[src/rtl/tree_step_pkg.sv]
package tree_step_pkg;
  typedef enum logic [2:0] {
    ST_IDLE,
    ST_CLIMB,
    ST_READ,
    ST_WAIT,
    ST_DONE
  } step_state_e;

  typedef enum logic [1:0] {
    FLT_NONE     = 2'd0,
    FLT_OVERFLOW = 2'd1,
    FLT_ABSENT   = 2'd2,
    FLT_DEPTH    = 2'd3
  } step_fault_e;
endpackage

[src/rtl/tree_step_pivot.sv]
// Finds the deepest loaded level whose index is not at the edge for the direction.
module tree_step_pivot #(
  parameter int LEVELS  = 8,
  parameter int IDX_W   = 8,
  parameter int DEPTH_W = 4,
  parameter int LVL_W   = 3
) (
  input  logic [LEVELS*IDX_W-1:0] idx_i,
  input  logic [DEPTH_W-1:0]      depth_i,
  input  logic                    dec_i,
  output logic                    found_o,
  output logic [LVL_W-1:0]        level_o
);
  logic [LEVELS-1:0] cand;
  logic [IDX_W-1:0]  edge_idx;

  assign edge_idx = dec_i ? '0 : '1;

  for (genvar k = 0; k < LEVELS; k++) begin : g_cand
    assign cand[k] = (DEPTH_W'(k) < depth_i) && (idx_i[k*IDX_W +: IDX_W] != edge_idx);
  end

  always_comb begin
    found_o = 1'b0;
    level_o = '0;
    for (int k = 0; k < LEVELS; k++) begin
      if (cand[k]) begin
        found_o = 1'b1;
        level_o = LVL_W'(k);
      end
    end
  end
endmodule

[src/rtl/tree_step_entry_dec.sv]
module tree_step_entry_dec #(
  parameter int ENTRY_W = 16,
  parameter int PAGE_W  = 8
) (
  input  logic [ENTRY_W-1:0] entry_i,
  output logic               resident_o,
  output logic               is_data_o,
  output logic [PAGE_W-1:0]  page_o
);
  logic unused_rsvd;

  assign resident_o  = entry_i[ENTRY_W-1];
  assign is_data_o   = entry_i[ENTRY_W-2];
  assign page_o      = entry_i[PAGE_W-1:0];
  // reserved / protection bits are carried but not interpreted
  assign unused_rsvd = ^entry_i[ENTRY_W-3:PAGE_W];
endmodule

[src/rtl/tree_stepper.sv]
module tree_stepper
  import tree_step_pkg::*;
#(
  parameter int MAX_DEPTH = 8,
  parameter int PAGE_W    = 8,
  parameter int IDX_W     = 8,
  parameter int WORD_W    = 8,
  parameter int ENTRY_W   = 16,
  localparam int DEPTH_W  = $clog2(MAX_DEPTH + 1)
) (
  input  logic                          clk_i,
  input  logic                          rst_ni,
  input  logic                          step_i,
  input  logic                          dec_i,
  input  logic [DEPTH_W-1:0]            depth_i,
  input  logic [MAX_DEPTH*PAGE_W-1:0]   path_page_i,
  input  logic [MAX_DEPTH*IDX_W-1:0]    path_idx_i,
  input  logic [PAGE_W-1:0]             data_page_i,
  input  logic [WORD_W-1:0]             word_i,
  output logic                          mem_req_o,
  output logic [PAGE_W+IDX_W-1:0]       mem_addr_o,
  input  logic [ENTRY_W-1:0]            mem_data_i,
  output logic                          busy_o,
  output logic                          done_o,
  output logic [DEPTH_W-1:0]            depth_o,
  output logic [MAX_DEPTH*PAGE_W-1:0]   path_page_o,
  output logic [MAX_DEPTH*IDX_W-1:0]    path_idx_o,
  output logic [PAGE_W-1:0]             data_page_o,
  output logic [WORD_W-1:0]             word_o,
  output logic [PAGE_W+WORD_W-1:0]      addr_o,
  output logic                          fault_o,
  output logic [1:0]                    fault_code_o
);
  localparam int LVL_W = (MAX_DEPTH > 1) ? $clog2(MAX_DEPTH) : 1;

  step_state_e       st_q;
  logic              dec_q;
  logic [DEPTH_W-1:0] depth_q, o_depth;
  logic [PAGE_W-1:0] pg_q [MAX_DEPTH];
  logic [IDX_W-1:0]  ix_q [MAX_DEPTH];
  logic [PAGE_W-1:0] o_pg [MAX_DEPTH];
  logic [IDX_W-1:0]  o_ix [MAX_DEPTH];
  logic [PAGE_W-1:0] dp_q, o_dp;
  logic [WORD_W-1:0] wd_q, o_wd;
  step_fault_e       code_q;

  logic              piv_found;
  logic [LVL_W-1:0]  piv_lvl;
  logic [LVL_W-1:0]  cur_lvl;
  logic              ent_res, ent_data;
  logic [PAGE_W-1:0] ent_page;
  logic [WORD_W-1:0] word_edge;

  for (genvar k = 0; k < MAX_DEPTH; k++) begin : g_flat
    assign path_page_o[k*PAGE_W +: PAGE_W] = pg_q[k];
    assign path_idx_o[k*IDX_W +: IDX_W]    = ix_q[k];
  end

  tree_step_pivot #(
    .LEVELS (MAX_DEPTH),
    .IDX_W  (IDX_W),
    .DEPTH_W(DEPTH_W),
    .LVL_W  (LVL_W)
  ) u_pivot (
    .idx_i  (path_idx_o),
    .depth_i(depth_q),
    .dec_i  (dec_q),
    .found_o(piv_found),
    .level_o(piv_lvl)
  );

  tree_step_entry_dec #(
    .ENTRY_W(ENTRY_W),
    .PAGE_W (PAGE_W)
  ) u_dec (
    .entry_i   (mem_data_i),
    .resident_o(ent_res),
    .is_data_o (ent_data),
    .page_o    (ent_page)
  );

  assign word_edge  = dec_q ? '0 : '1;
  assign cur_lvl    = LVL_W'(depth_q - DEPTH_W'(1));
  assign mem_req_o  = (st_q == ST_READ);
  assign mem_addr_o = {pg_q[cur_lvl], ix_q[cur_lvl]};
  assign busy_o     = (st_q == ST_CLIMB) || (st_q == ST_READ) || (st_q == ST_WAIT);
  assign done_o     = (st_q == ST_DONE);
  assign depth_o    = depth_q;
  assign data_page_o = dp_q;
  assign word_o     = wd_q;
  assign addr_o     = {dp_q, wd_q};
  assign fault_o    = (code_q != FLT_NONE);
  assign fault_code_o = code_q;

  always_ff @(posedge clk_i or negedge rst_ni) begin
    if (!rst_ni) begin
      st_q    <= ST_IDLE;
      dec_q   <= 1'b0;
      depth_q <= '0;
      o_depth <= '0;
      dp_q    <= '0;
      o_dp    <= '0;
      wd_q    <= '0;
      o_wd    <= '0;
      code_q  <= FLT_NONE;
      for (int k = 0; k < MAX_DEPTH; k++) begin
        pg_q[k] <= '0;
        ix_q[k] <= '0;
        o_pg[k] <= '0;
        o_ix[k] <= '0;
      end
    end else begin
      case (st_q)
        ST_IDLE: begin
          if (step_i) begin
            dec_q   <= dec_i;
            depth_q <= depth_i;
            o_depth <= depth_i;
            dp_q    <= data_page_i;
            o_dp    <= data_page_i;
            wd_q    <= word_i;
            o_wd    <= word_i;
            code_q  <= FLT_NONE;
            for (int k = 0; k < MAX_DEPTH; k++) begin
              pg_q[k] <= path_page_i[k*PAGE_W +: PAGE_W];
              o_pg[k] <= path_page_i[k*PAGE_W +: PAGE_W];
              ix_q[k] <= path_idx_i[k*IDX_W +: IDX_W];
              o_ix[k] <= path_idx_i[k*IDX_W +: IDX_W];
            end
            st_q <= ST_CLIMB;
          end
        end
        ST_CLIMB: begin
          if (wd_q != word_edge) begin
            wd_q <= dec_q ? wd_q - 1'b1 : wd_q + 1'b1;
            st_q <= ST_DONE;
          end else if (!piv_found) begin
            code_q <= FLT_OVERFLOW;
            st_q   <= ST_DONE;
          end else begin
            ix_q[piv_lvl] <= dec_q ? ix_q[piv_lvl] - 1'b1 : ix_q[piv_lvl] + 1'b1;
            depth_q       <= DEPTH_W'(piv_lvl) + DEPTH_W'(1);
            st_q          <= ST_READ;
          end
        end
        ST_READ: st_q <= ST_WAIT;
        ST_WAIT: begin
          if (!ent_res || (!ent_data && depth_q == DEPTH_W'(MAX_DEPTH))) begin
            code_q  <= !ent_res ? FLT_ABSENT : FLT_DEPTH;
            depth_q <= o_depth;
            dp_q    <= o_dp;
            wd_q    <= o_wd;
            for (int k = 0; k < MAX_DEPTH; k++) begin
              pg_q[k] <= o_pg[k];
              ix_q[k] <= o_ix[k];
            end
            st_q <= ST_DONE;
          end else if (ent_data) begin
            dp_q <= ent_page;
            wd_q <= dec_q ? '1 : '0;
            st_q <= ST_DONE;
          end else begin
            pg_q[depth_q[LVL_W-1:0]] <= ent_page;
            ix_q[depth_q[LVL_W-1:0]] <= dec_q ? '1 : '0;
            depth_q <= depth_q + DEPTH_W'(1);
            st_q    <= ST_READ;
          end
        end
        default: st_q <= ST_IDLE;
      endcase
    end
  end


  done_pulse_chk: assert property (@(posedge clk_i) disable iff (!rst_ni) done_o |=> !done_o);

  busy_done_excl_chk: assert property (@(posedge clk_i) disable iff (!rst_ni) !(busy_o && done_o));

  mem_req_busy_chk: assert property (@(posedge clk_i) disable iff (!rst_ni) mem_req_o |-> busy_o);

  busy_start_chk: assert property (@(posedge clk_i) disable iff (!rst_ni)
    $rose(busy_o) |-> $past(step_i));

  fault_keeps_path_chk: assert property (@(posedge clk_i) disable iff (!rst_ni)
    (done_o && fault_o) |-> (addr_o == {o_dp, o_wd}) && (depth_o == o_depth));

  inpage_keep_chk: assert property (@(posedge clk_i) disable iff (!rst_ni)
    (done_o && !fault_o && o_wd != (dec_q ? '0 : '1)) |->
      (data_page_o == o_dp) && (depth_o == o_depth));
endmodule

[config.mk]
export PLATFORM = sky130hd
export DESIGN_NAME = tree_stepper
export DESIGN_NICKNAME = d
export VERILOG_FILES = /design/src/rtl/tree_step_pkg.sv /design/src/rtl/tree_step_pivot.sv /design/src/rtl/tree_step_entry_dec.sv /design/src/rtl/tree_stepper.sv
export SDC_FILE = /design/constraint.sdc
export NUM_CORES = 1
export LEC_CHECK = 0
export BUFFER_PORTS_ARGS = -buffer_cell sky130_fd_sc_hd__buf_2
export CORE_ASPECT_RATIO = 0.8
export CORE_MARGIN = 2
export CORE_UTILIZATION = 30
export CTS_BUF_LIST = sky130_fd_sc_hd__clkbuf_8 sky130_fd_sc_hd__clkbuf_16
export CTS_CLUSTER_DIAMETER = 40
export DETAILED_ROUTE_END_ITERATION = 12
export PLACE_DENSITY_LB_ADDON = 0.12
export SYNTH_ARGS = -nofsm -noshare
export SYNTH_HDL_FRONTEND = slang
export SYNTH_SLANG_ARGS = --single-unit
export TNS_END_PERCENT = 20
[constraint.sdc]
create_clock -name clk_i -period 5.3 [get_ports clk_i]
set_input_delay 0.53 -clock clk_i [delete_from_list [all_inputs] [get_ports clk_i]]
set_output_delay 0.53 -clock clk_i [all_outputs]
set_load 0.1 [all_outputs]
; After elaboration in Yosys (flattened, before gate mapping)
; Index checks and enable logic that the tools add are counted.
[word_totals]
register_bits = 302
input_bits = 168
out_inout_bits = 186
elab_cells = 184
[classes]
add_sub_neg = 7
order_cmp = 13
eq_ne = 22
mux = 72
bitwise_logic = 3
n_reduce_logical = 26
[op_table]
columns = operator, n
row1 = 64-bit 2-to-1 mux, 8
row2 = 64-bit bitwise mux, 3
row3 = 64-bit one-hot mux with 3 select lines, 1
row4 = 8-bit 2-to-1 mux, 19
row5 = 64-bit one-hot mux with 2 select lines, 1
row6 = 8-bit binary-select mux with 3-bit select, 3
row7 = 8-bit != test, 9
row8 = 8-bit demux with 3-bit select, 2
row9 = 3-bit 2-to-1 mux, 9
row10 = 8-bit one-hot mux with 3 select lines, 1
row11 = 4-bit 2-to-1 mux, 5
row12 = "8-bit by 1-bit adder with 8-bit output, second input constant", 2
row13 = "3-bit by 4-bit less-than comparator with 1-bit output, first input constant", 4
row14 = 8-bit one-hot mux with 2 select lines, 1
row15 = "8-bit by 1-bit subtractor with 8-bit output, second input constant", 2
row16 = "4-bit >= comparator, second input constant", 3
row17 = 2-bit 2-to-1 mux, 6
row18 = 3-bit inverter with 4-bit output, 3
row19 = 3-bit one-hot mux with 4 select lines, 1
row20 = 4-bit one-hot mux with 3 select lines, 1
row21 = 1-bit logical AND, 11
row22 = 1-bit 2-to-1 mux, 10
row23 = 5-bit AND reduction, 2
row24 = "1-bit by 4-bit less-than comparator with 1-bit output, first input constant", 2
row25 = other kinds (21), 34

; Depth between registers and ports, before layout
; Gate-level depths: netlist of run 1.
[logic_depth]
ltp_word = 20
ltp_mapped = 23
mapped_depth_nobuf = 22

; Cells and area by module
; From an unflattened synthesis of run 1, not the netlist that was laid out.
[hier_totals]
cells_unflattened = 1951
hier_area_um2 = 17877.1
[by_module_without_submodules]
columns = module, instances, cells_each, area_per_inst_um2, seq_area_each_um2
row1 = tree_stepper, 1, 1852, 17297.8, 7557.2
row2 = tree_step_pivot, 1, 89, 504.2, 0.0
row3 = tree_step_entry_dec, 1, 10, 75.1, 0.0

; Least setup slack after synthesis of run 1
; OpenSTA, ideal clock, no wires.
[synth_path]
kind = register to register
from = register depth_q[1], in the netlist depth_o[1]
to = register ix_q, in the netlist path_idx_o[62]
setup_ns = 0.123
arrival_ns = 5.094
required_time_ns = 5.177
path_slack_ns = 0.082
path_stages_with_launch = 24
n_path_buf = 3
period_less_slack_ns = 5.218
path_cell_list = dfrtp_1 > clkbuf_1 > clkinv_1 > ha_1 > nor2b_1 > o32ai_4 > nor2_2 > o221ai_2 > buf_2 > a21oi_2 > nand2_1 > buf_2 > o21ai_0 > a31oi_1 > ha_1 > nor2b_1 > o21ai_0 > nand2b_1 > a21o_1 > a21oi_1 > xnor2_1 > nand2_1 > o221ai_1 > a22o_1
[synth_between]
elab_chain_len = 19
elab_cells_between_ends = 62
cone_classes = 2 x add/sub / 12 x order compare / 3 x eq/ne / 30 x mux / 2 x bitwise / 13 x reduce/logical
[synth_rtl]
columns = item, line_no
row1 = "start, declared", tree_stepper.sv:38  ; logic [DEPTH_W-1:0] depth_q, o_depth;
row2 = "start signal, assigned", tree_stepper.sv:117  ; depth_q <= depth_i;
row3 = "start signal, assigned", tree_stepper.sv:142  ; depth_q <= DEPTH_W'(piv_lvl) + DEPTH_W'(1);
row4 = "start signal, assigned", tree_stepper.sv:150  ; depth_q <= o_depth;
row5 = 1-bit by 4-bit less-than comparator with 1-bit output, tree_step_pivot.sv:20  ; assign cand[k] = (DEPTH_W'(k) < depth_i) && (idx_i[k*IDX_W +: IDX_W] != edge_idx);
row6 = 1-bit logical AND, tree_step_pivot.sv:20
row7 = 1-bit 2-to-1 mux, tree_step_pivot.sv:27  ; if (cand[k]) begin
row8 = 2-bit 2-to-1 mux (2 in a row), tree_step_pivot.sv:27
row9 = 3-bit 2-to-1 mux (4 in a row), tree_step_pivot.sv:27
row10 = 3-bit inverter with 4-bit output, tree_stepper.sv:141  ; ix_q[piv_lvl] <= dec_q ? ix_q[piv_lvl] - 1'b1 : ix_q[piv_lvl] + 1'b1;
row11 = 8-bit binary-select mux with 3-bit select, tree_stepper.sv:141
row12 = 8-bit 2-to-1 mux (implied by the code) (2 in a row), tree_stepper.sv:141
row13 = 8-bit by 1-bit adder with 8-bit output or 8-bit by 1-bit subtractor with 8-bit output (tied branches), tree_stepper.sv:141
row14 = 8-bit 2-to-1 mux, tree_stepper.sv:141
row15 = 64-bit bitwise mux, tree_stepper.sv:141
row16 = 64-bit 2-to-1 mux, tree_stepper.sv:137  ; end else if (!piv_found) begin
row17 = 64-bit 2-to-1 mux, tree_stepper.sv:134  ; if (wd_q != word_edge) begin
row18 = 64-bit one-hot mux with 3 select lines, tree_stepper.sv:113  ; case (st_q)
row19 = "end signal, assigned by index", tree_stepper.sv:127  ; ix_q[k] <= path_idx_i[k*IDX_W +: IDX_W];
row20 = "end signal, assigned by index", tree_stepper.sv:141
row21 = "end signal, assigned by index", tree_stepper.sv:155  ; ix_q[k] <= o_ix[k];
row22 = "end, declared", tree_stepper.sv:40  ; logic [IDX_W-1:0] ix_q [MAX_DEPTH];
; Parallel ways exist; a longest one is shown, timed or not. The select of a mux whose other input is x is not followed.
; A chain may end at the register's enable or synchronous reset.

; Worst setup path after layout of run 1
[layout_path]
from = register ix_q, in the netlist path_idx_o[11]
to = register ix_q, in the netlist path_idx_o[59]
[layout_between]
elab_chain_len = 19
elab_cells_between_ends = 34
cone_classes = 2 x add/sub / 2 x order compare / 2 x eq/ne / 24 x mux / 1 x bitwise / 3 x reduce/logical
[layout_rtl]
columns = item, line_no
row1 = 8-bit != test, tree_step_pivot.sv:20
row2 = 1-bit logical AND, tree_step_pivot.sv:20
row3 = 1-bit 2-to-1 mux, tree_step_pivot.sv:27
row4 = 2-bit 2-to-1 mux (2 in a row), tree_step_pivot.sv:27
row5 = 3-bit 2-to-1 mux (4 in a row), tree_step_pivot.sv:27
row6 = 3-bit inverter with 4-bit output, tree_stepper.sv:141
row7 = 8-bit binary-select mux with 3-bit select, tree_stepper.sv:141
row8 = 8-bit 2-to-1 mux (implied by the code) (2 in a row), tree_stepper.sv:141
row9 = 8-bit by 1-bit adder with 8-bit output or 8-bit by 1-bit subtractor with 8-bit output (tied branches), tree_stepper.sv:141
row10 = 8-bit 2-to-1 mux, tree_stepper.sv:141
row11 = 64-bit bitwise mux, tree_stepper.sv:141
row12 = 64-bit 2-to-1 mux, tree_stepper.sv:137
row13 = 64-bit 2-to-1 mux, tree_stepper.sv:134
row14 = 64-bit one-hot mux with 3 select lines, tree_stepper.sv:113
; Parallel ways exist; a longest one is shown, timed or not. The select of a mux whose other input is x is not followed.

==> results.yml, run 1 <==
worst_setup_path:
  cp.arrival_ns: 5.53
  worst-endpoint-required_ns: 5.79
  endpoint_kind: "register"
  cp_launch_type: "register"
  kind_of_critical_path: "reg2reg"
  timing.critical_path.fanout_max: 7
layout:
  syn2layout_area_growth_pct: 28.99
  fraction_of_final_layout_cells_with_drive_strength_greater_than_1: 0.3349
  final_cell_mix: "buf_2 (346), dfrtp_1 (300), nand2_1 (299)"
  finalNonFillerCells: 3114
  final_net_count: 2478
  layout.cells.most_common: "buf_2"
drt:
  detail_route.wl_per_cell_um: 25.28
  drt_drc_violations_left: 0
  viasPerCell: 5.631
  drt_first_iter_violations: 1539
  ant_nets: 0
  detailroute.via_count: 17530
  dr.pass1.iters: 6
  total_wire_length_after_detailed_routing_mm: 78.72
timing:
  fmaxAchievable_mhz: 198.3
  final.hold.worst_slack_ns: 0.1758
  hold_vio_cnt_final: 0
  finalSetupTns_ns: 0
  timing_max_transition_violations_final: 9
  finalCritPeriodShare: 0.9516
  finalClockSkew_ns: 0.02402
  layout_min_cycle_time_ns: 5.043
  setup_viol_count_final: 0
  tightestPinTransition_ns: 1.508
  slew_headroom: -0.005618
  rsz0062_at_grt: "false"
  postLayoutSetupSlackWorst_ns: 0.2567
cts:
  post_cts_buffers: 0
  clk_latency_ns: 0.60
  clock_tree_from_tritoncts: "done"
  clkSinkCount: 302
  cts-buffers-inserted: 66
  cts.path.max_buffers: 3
  clock_tree.htree_level_count: 3
  cts_root_buf: "clkbuf_16"
  clk_pin_slew_ns: 0.05
  cts_resized: 0
logic_synthesis:
  synth-seq-area-share: 0.4240
  synthTopCellsByArea: "dfrtp_1 (42%), mux2_2 (11%), a21oi_1 (7.6%), nand2_1 (6.3%), o21ai_0 (6.0%)"
  synth-edff-count: 0
  postSynthCellCount: 1947
  synth.avg_cell_area_um2: 9.154
  synth_fp_nets: 2133
  synth_area_um2: 17820
  synth-async-reset-ratio: 1.000
  yosys_warnings: 0
  yosys.area.top_type_share: 0.4240
  ys_ff_latch: 302
  number_of_different_library_cells_in_the_post_synthesis_netlist: 71
  yosysTopAreaCell: "dfrtp_1"
  ys_dominant_reg_cell: "dfrtp_1"
place:
  dp_worst_setup_slack_ns: 0.3904
  globalplace.congestion: 0.9416
  post-place-cells: 2992
  port_buffers: 347
  dp.final_hpwl_mm: 54.79
floorplanning:
  ios: 354
  floorplan.die_area_um2: 61390
  count_of_standard_cell_rows: 79
  chipWidth_um: 276.5
  floorplan.die.height_um: 222.0
  core_region_area_um2: 58420
  initial_core_util: 0.3051
flow_run:
  maxCapViolCount: 1
global_routing:
  grt_remaining_overflow: 0
  antenna_violations_before_repair: 12
  first_global_vias: 17210
  gr-usage-all-layers: 0.2518
  first_pass_grt_wire_length_mm: 116.6
  grt_max_degree: 153
status:
  violations_in_the_final_reports: "capacitance limit, slew limit"
  outcome: "complete, but fails checks"
hold_path:
  min_delay_worst_type: "in2reg"
path summary, 6_finish.rpt:
| path | start | endpoint | slack, ns | cells past startpoint |
|---|---|---|---|---|
| setup / recovery | path_idx_o[11] | path_idx_o[59] | 0.26 | 15 |
| hold / removal | path_page_i[60] | o_pg[4] | 0.18 | 2 |
| min in group asynchronous | rst_ni | o_ix[50] | 0.50 | 2 |
| setup reg to reg | path_idx_o[11] | path_idx_o[59] | 0.26 | 15 |
| hold reg to reg | data_page_o[5] | data_page_o[5] | 0.49 | 2 |
| max in group asynchronous | rst_ni | path_page_o[8] | 3.59 | 3 |
layout make-up:
cell class                 instances  area (µm²)
sequential                       302        7560
clock inverter                    40       520.5
tap                              769       962.2
multi-input combinational       1463        9527
antenna                            4       10.01
clock buffer                      77        1826
fill                            5870       35430
inverter                          18       67.56
timing repair buffer             441        2517
stage by stage:
step                        util  instance area, µm²
final                     0.3935               22990
after global routing      0.3935               22990
after CTS                 0.3934               22980
after detailed placement  0.3530               20620
after global placement    0.3530               20620
after floorplan                -               17820
repair_timing:
action	CTS	global route
hold buffers	1	0
hold endpoints to repair	64	0
endpoints found under the setup margin	0	0
cell usage after synthesis (4+ instances only):
cell,number
o21ai_0,213
a221oi_1,9
o211ai_1,7
and4_1,4
nand4_1,11
xnor2_1,9
o22ai_1,10
nor2b_1,6
xor2_1,5
mux4_2,32
buf_4,16
a211oi_1,59
buf_1,27
a21oi_1,271
clkbuf_1,105
o41ai_1,7
nor3_1,13
nand2b_1,4
buf_2,13
nand3_1,71
nor4_1,12
or3_1,8
mux2_2,167
and3_1,4
a21o_1,8
inv_1,16
dfrtp_1,302
a31oi_1,7
nand2_1,301
o221ai_1,10
a22o_1,34
nor2_1,80
o21ai_1,11
o31ai_1,16
mux2i_1,9
ha_1,16
state kept, by name, indices dropped and copies added (netlist names), 3 cells and up:
signal,count
st_q,3
path_page_o,64
o_pg,64
word_o,8
path_idx_o,64
o_dp,8
o_ix,64
depth_o,4
o_wd,8
o_depth,4
data_page_o,8
per-layer routing:
layer	part of all wire	vias to the layer above	track usage
met5	0.00072	-	0
met4	0.023	10	0.06910
met3	0.079	131	0.05975
met2	0.43	721	0.3738
met1	0.46	8818	0.3637
li1	-	7854	-
critical path: stages (launching register included):
cell	delay [ns]
dfrtp_1	0.51
nand4_1	0.12
or4_1	0.58
o311ai_0	0.27
o221ai_2	0.35
and3_1	0.34
a221oi_1	0.48
o21ai_0	0.17
a31oi_1	0.22
ha_1	0.31
a21oi_1	0.27
o21ai_0	0.16
xor2_1	0.17
buf_4	0.18
nand2_1	0.41
o311ai_1	0.40
logic make-up (layout without fill, tap and decap cells):
group,after synthesis,after routing,synth area share
xor gates and xnor gates,15,15,0.007793
buffers and inverters,182,576,0.04388
AOI/OAI and AO/OA,690,690,0.2299
DFF,302,302,0.4240
muxes,208,208,0.1510
and+or+nand+nor,532,532,0.1299
adders and majority gates,18,18,0.01348
other,0,4,0
Power of run 1 is not shown: default switching activity piles up to over one toggle a cycle in this logic, so the estimate is an artifact.
==> inputs of run 2 (changes only) <==
--- a/config.mk
+++ b/config.mk
@@ -8,7 +8,7 @@
 export BUFFER_PORTS_ARGS = -buffer_cell sky130_fd_sc_hd__buf_2
 export CORE_ASPECT_RATIO = 0.8
 export CORE_MARGIN = 2
-export CORE_UTILIZATION = 30
+export CORE_UTILIZATION = 50
 export CTS_BUF_LIST = sky130_fd_sc_hd__clkbuf_8 sky130_fd_sc_hd__clkbuf_16
 export CTS_CLUSTER_DIAMETER = 40
 export DETAILED_ROUTE_END_ITERATION = 12
==> results.yml, run 2 (synthesis gave the netlist of run 1 again) <==
layout:
  fraction_of_final_layout_cells_with_drive_strength_greater_than_1: 0.3194
  syn2layout_area_growth_pct: 21.84
  layout.cells.most_common: "buf_2"
  final_cell_mix: "buf_2 (346), dfrtp_1 (300), nand2_1 (299)"
  final_net_count: 2442
timing:
  hold_vio_cnt_final: 0
  fmaxAchievable_mhz: 207.3
  tightestPinTransition_ns: 1.258
  timing_max_transition_violations_final: 0
  finalSetupTns_ns: 0
  slew_headroom: 0.1612
  finalClockSkew_ns: 0.01663
  setup_viol_count_final: 0
  finalCritPeriodShare: 0.9100
  layout_min_cycle_time_ns: 4.823
  rsz0062_at_grt: "false"
  postLayoutSetupSlackWorst_ns: 0.4771
floorplanning:
  chipWidth_um: 215.1
  core_region_area_um2: 34960
  initial_core_util: 0.5099
  floorplan.die_area_um2: 37180
  count_of_standard_cell_rows: 61
  floorplan.die.height_um: 172.9
  ios: 354
drt:
  detailroute.via_count: 17610
  dr.pass1.iters: 6
  ant_nets: 0
  drt_drc_violations_left: 0
  detail_route.wl_per_cell_um: 24.73
  total_wire_length_after_detailed_routing_mm: 68.52
  viasPerCell: 6.354
  drt_first_iter_violations: 1974
global_routing:
  first_global_vias: 16790
  grt_max_degree: 115
  first_pass_grt_wire_length_mm: 104.2
  gr-usage-all-layers: 0.3624
  grt_remaining_overflow: 0
  antenna_violations_before_repair: 16
cts:
  cts.path.max_buffers: 3
  cts-buffers-inserted: 44
  post_cts_buffers: 0
  clk_latency_ns: 0.56
  clock_tree.htree_level_count: 2
  clkSinkCount: 302
  clk_pin_slew_ns: 0.06
  clock_tree_from_tritoncts: "done"
  cts_resized: 0
  cts-hold-fix-buffers: 0
  cts_root_buf: "clkbuf_16"
worst_setup_path:
  kind_of_critical_path: "reg2reg"
  cp_launch_type: "register"
  path_cells: "buf_12, or4b_1, o32ai_4, nor2_2, o221ai_2, buf_4, mux2i_1, a221oi_1, o21ai_0, a31oi_1, ha_1, a21o_1, a21oi_1, nand2_1, a21oi_1, a31oi_1, xnor2_2, buf_4, o41ai_1"
  cell_count_of_the_worst_reg_to_reg_path: 19
  reg2reg_setup_slack_ns: 0.48
  cp.arrival_ns: 5.25
  worst-endpoint-required_ns: 5.73
  endpoint_kind: "register"
  worstReg2RegEnd: "path_idx_o[15]"
  timing.critical_path.fanout_max: 18
  critical-path-max-stage-delay_ns: 0.54
  worst_path_max_delay_cell: "or4b_1"
  crit_buf_inv: 3
  cpLargestDelayFamily: "compound AO/OA/AOI/OAI gates"
  critical_path.reg2reg.startpoint: "dec_q"
status:
  outcome: "finished clean"
place:
  dp.final_hpwl_mm: 47.31
  dp_worst_setup_slack_ns: 0.6065
  globalplace.congestion: 0.9818
  port_buffers: 347
flow_run:
  maxCapViolCount: 0
hold_path:
  min_delay_worst_type: "in2async"
==> run 2: changes by cell type in the layout (fill, tap and decap cells not counted), moves of 3 or more <==
cell        delta
clkinv_2       -7
clkbuf_8       -4
clkbuf_16     -23
clkinvlp_4     -3
diode_2        +6
bufinv_16      -3
buf_4         -11
==> run 2: how the worst max path moves through the flow <==
stage               depth (start not counted)        endpoint  slack [ns]       start
finish                                     19  path_idx_o[15]        0.48       dec_q
global route                               19   path_idx_o[7]        0.21       dec_q
CTS                                        19  path_idx_o[15]        0.56       dec_q
detailed placement                         19  path_idx_o[15]        0.61       dec_q
global placement                           19  path_idx_o[61]        0.70       dec_q
floorplan                                  23  path_idx_o[62]        0.08  depth_o[1]
==> run 2: layer usage <==
layer | global-route usage | vias up | share of wire
met2 | 0.5086 | 918 | 0.43
li1 | - | 7756 | -
met5 | 0 | - | 0.00070
met1 | 0.5331 | 8774 | 0.44
met4 | 0.1273 | 8 | 0.029
met3 | 0.1050 | 151 | 0.11
==> run 2: final cells by class <==
class | instances | area, µm²
fillers | 3044 | 13240
multi-input cells | 1463 | 9522
flip-flops and latches | 302 | 7560
repair buffers | 427 | 2385
clock buffers | 50 | 1195
well taps | 472 | 590.6
clock inverters | 29 | 371.6
inverters | 18 | 67.56
diodes | 10 | 25.02
==> run 2: stage by stage <==
step                      instance area (µm²)  hold slack (ns)  cells  utilization
final                                   21720          0.01623   2771       0.6212
after global routing                    21710           0.1096   2769       0.6211
after CTS                               21690          0.09405   2761       0.6205
after detailed placement                20120           0.4870   2682       0.5757
after global placement                  20120           0.4756   2682       0.5757
after floorplan                         17820           0.2344   1947            -
==> run 2: worst register-to-register path, cell delays in order (launching register included) <==
cell and delay, ns:
dfrtp_1 0.38, buf_12 0.17, or4b_1 0.55, o32ai_4 0.29, nor2_2 0.12, o221ai_2 0.30
buf_4 0.23, mux2i_1 0.14, a221oi_1 0.41, o21ai_0 0.16, a31oi_1 0.23, ha_1 0.36
a21o_1 0.19, a21oi_1 0.23, nand2_1 0.08, a21oi_1 0.15, a31oi_1 0.08, xnor2_2 0.17
buf_4 0.17, o41ai_1 0.29
Power of run 2 is left out for the same reason.
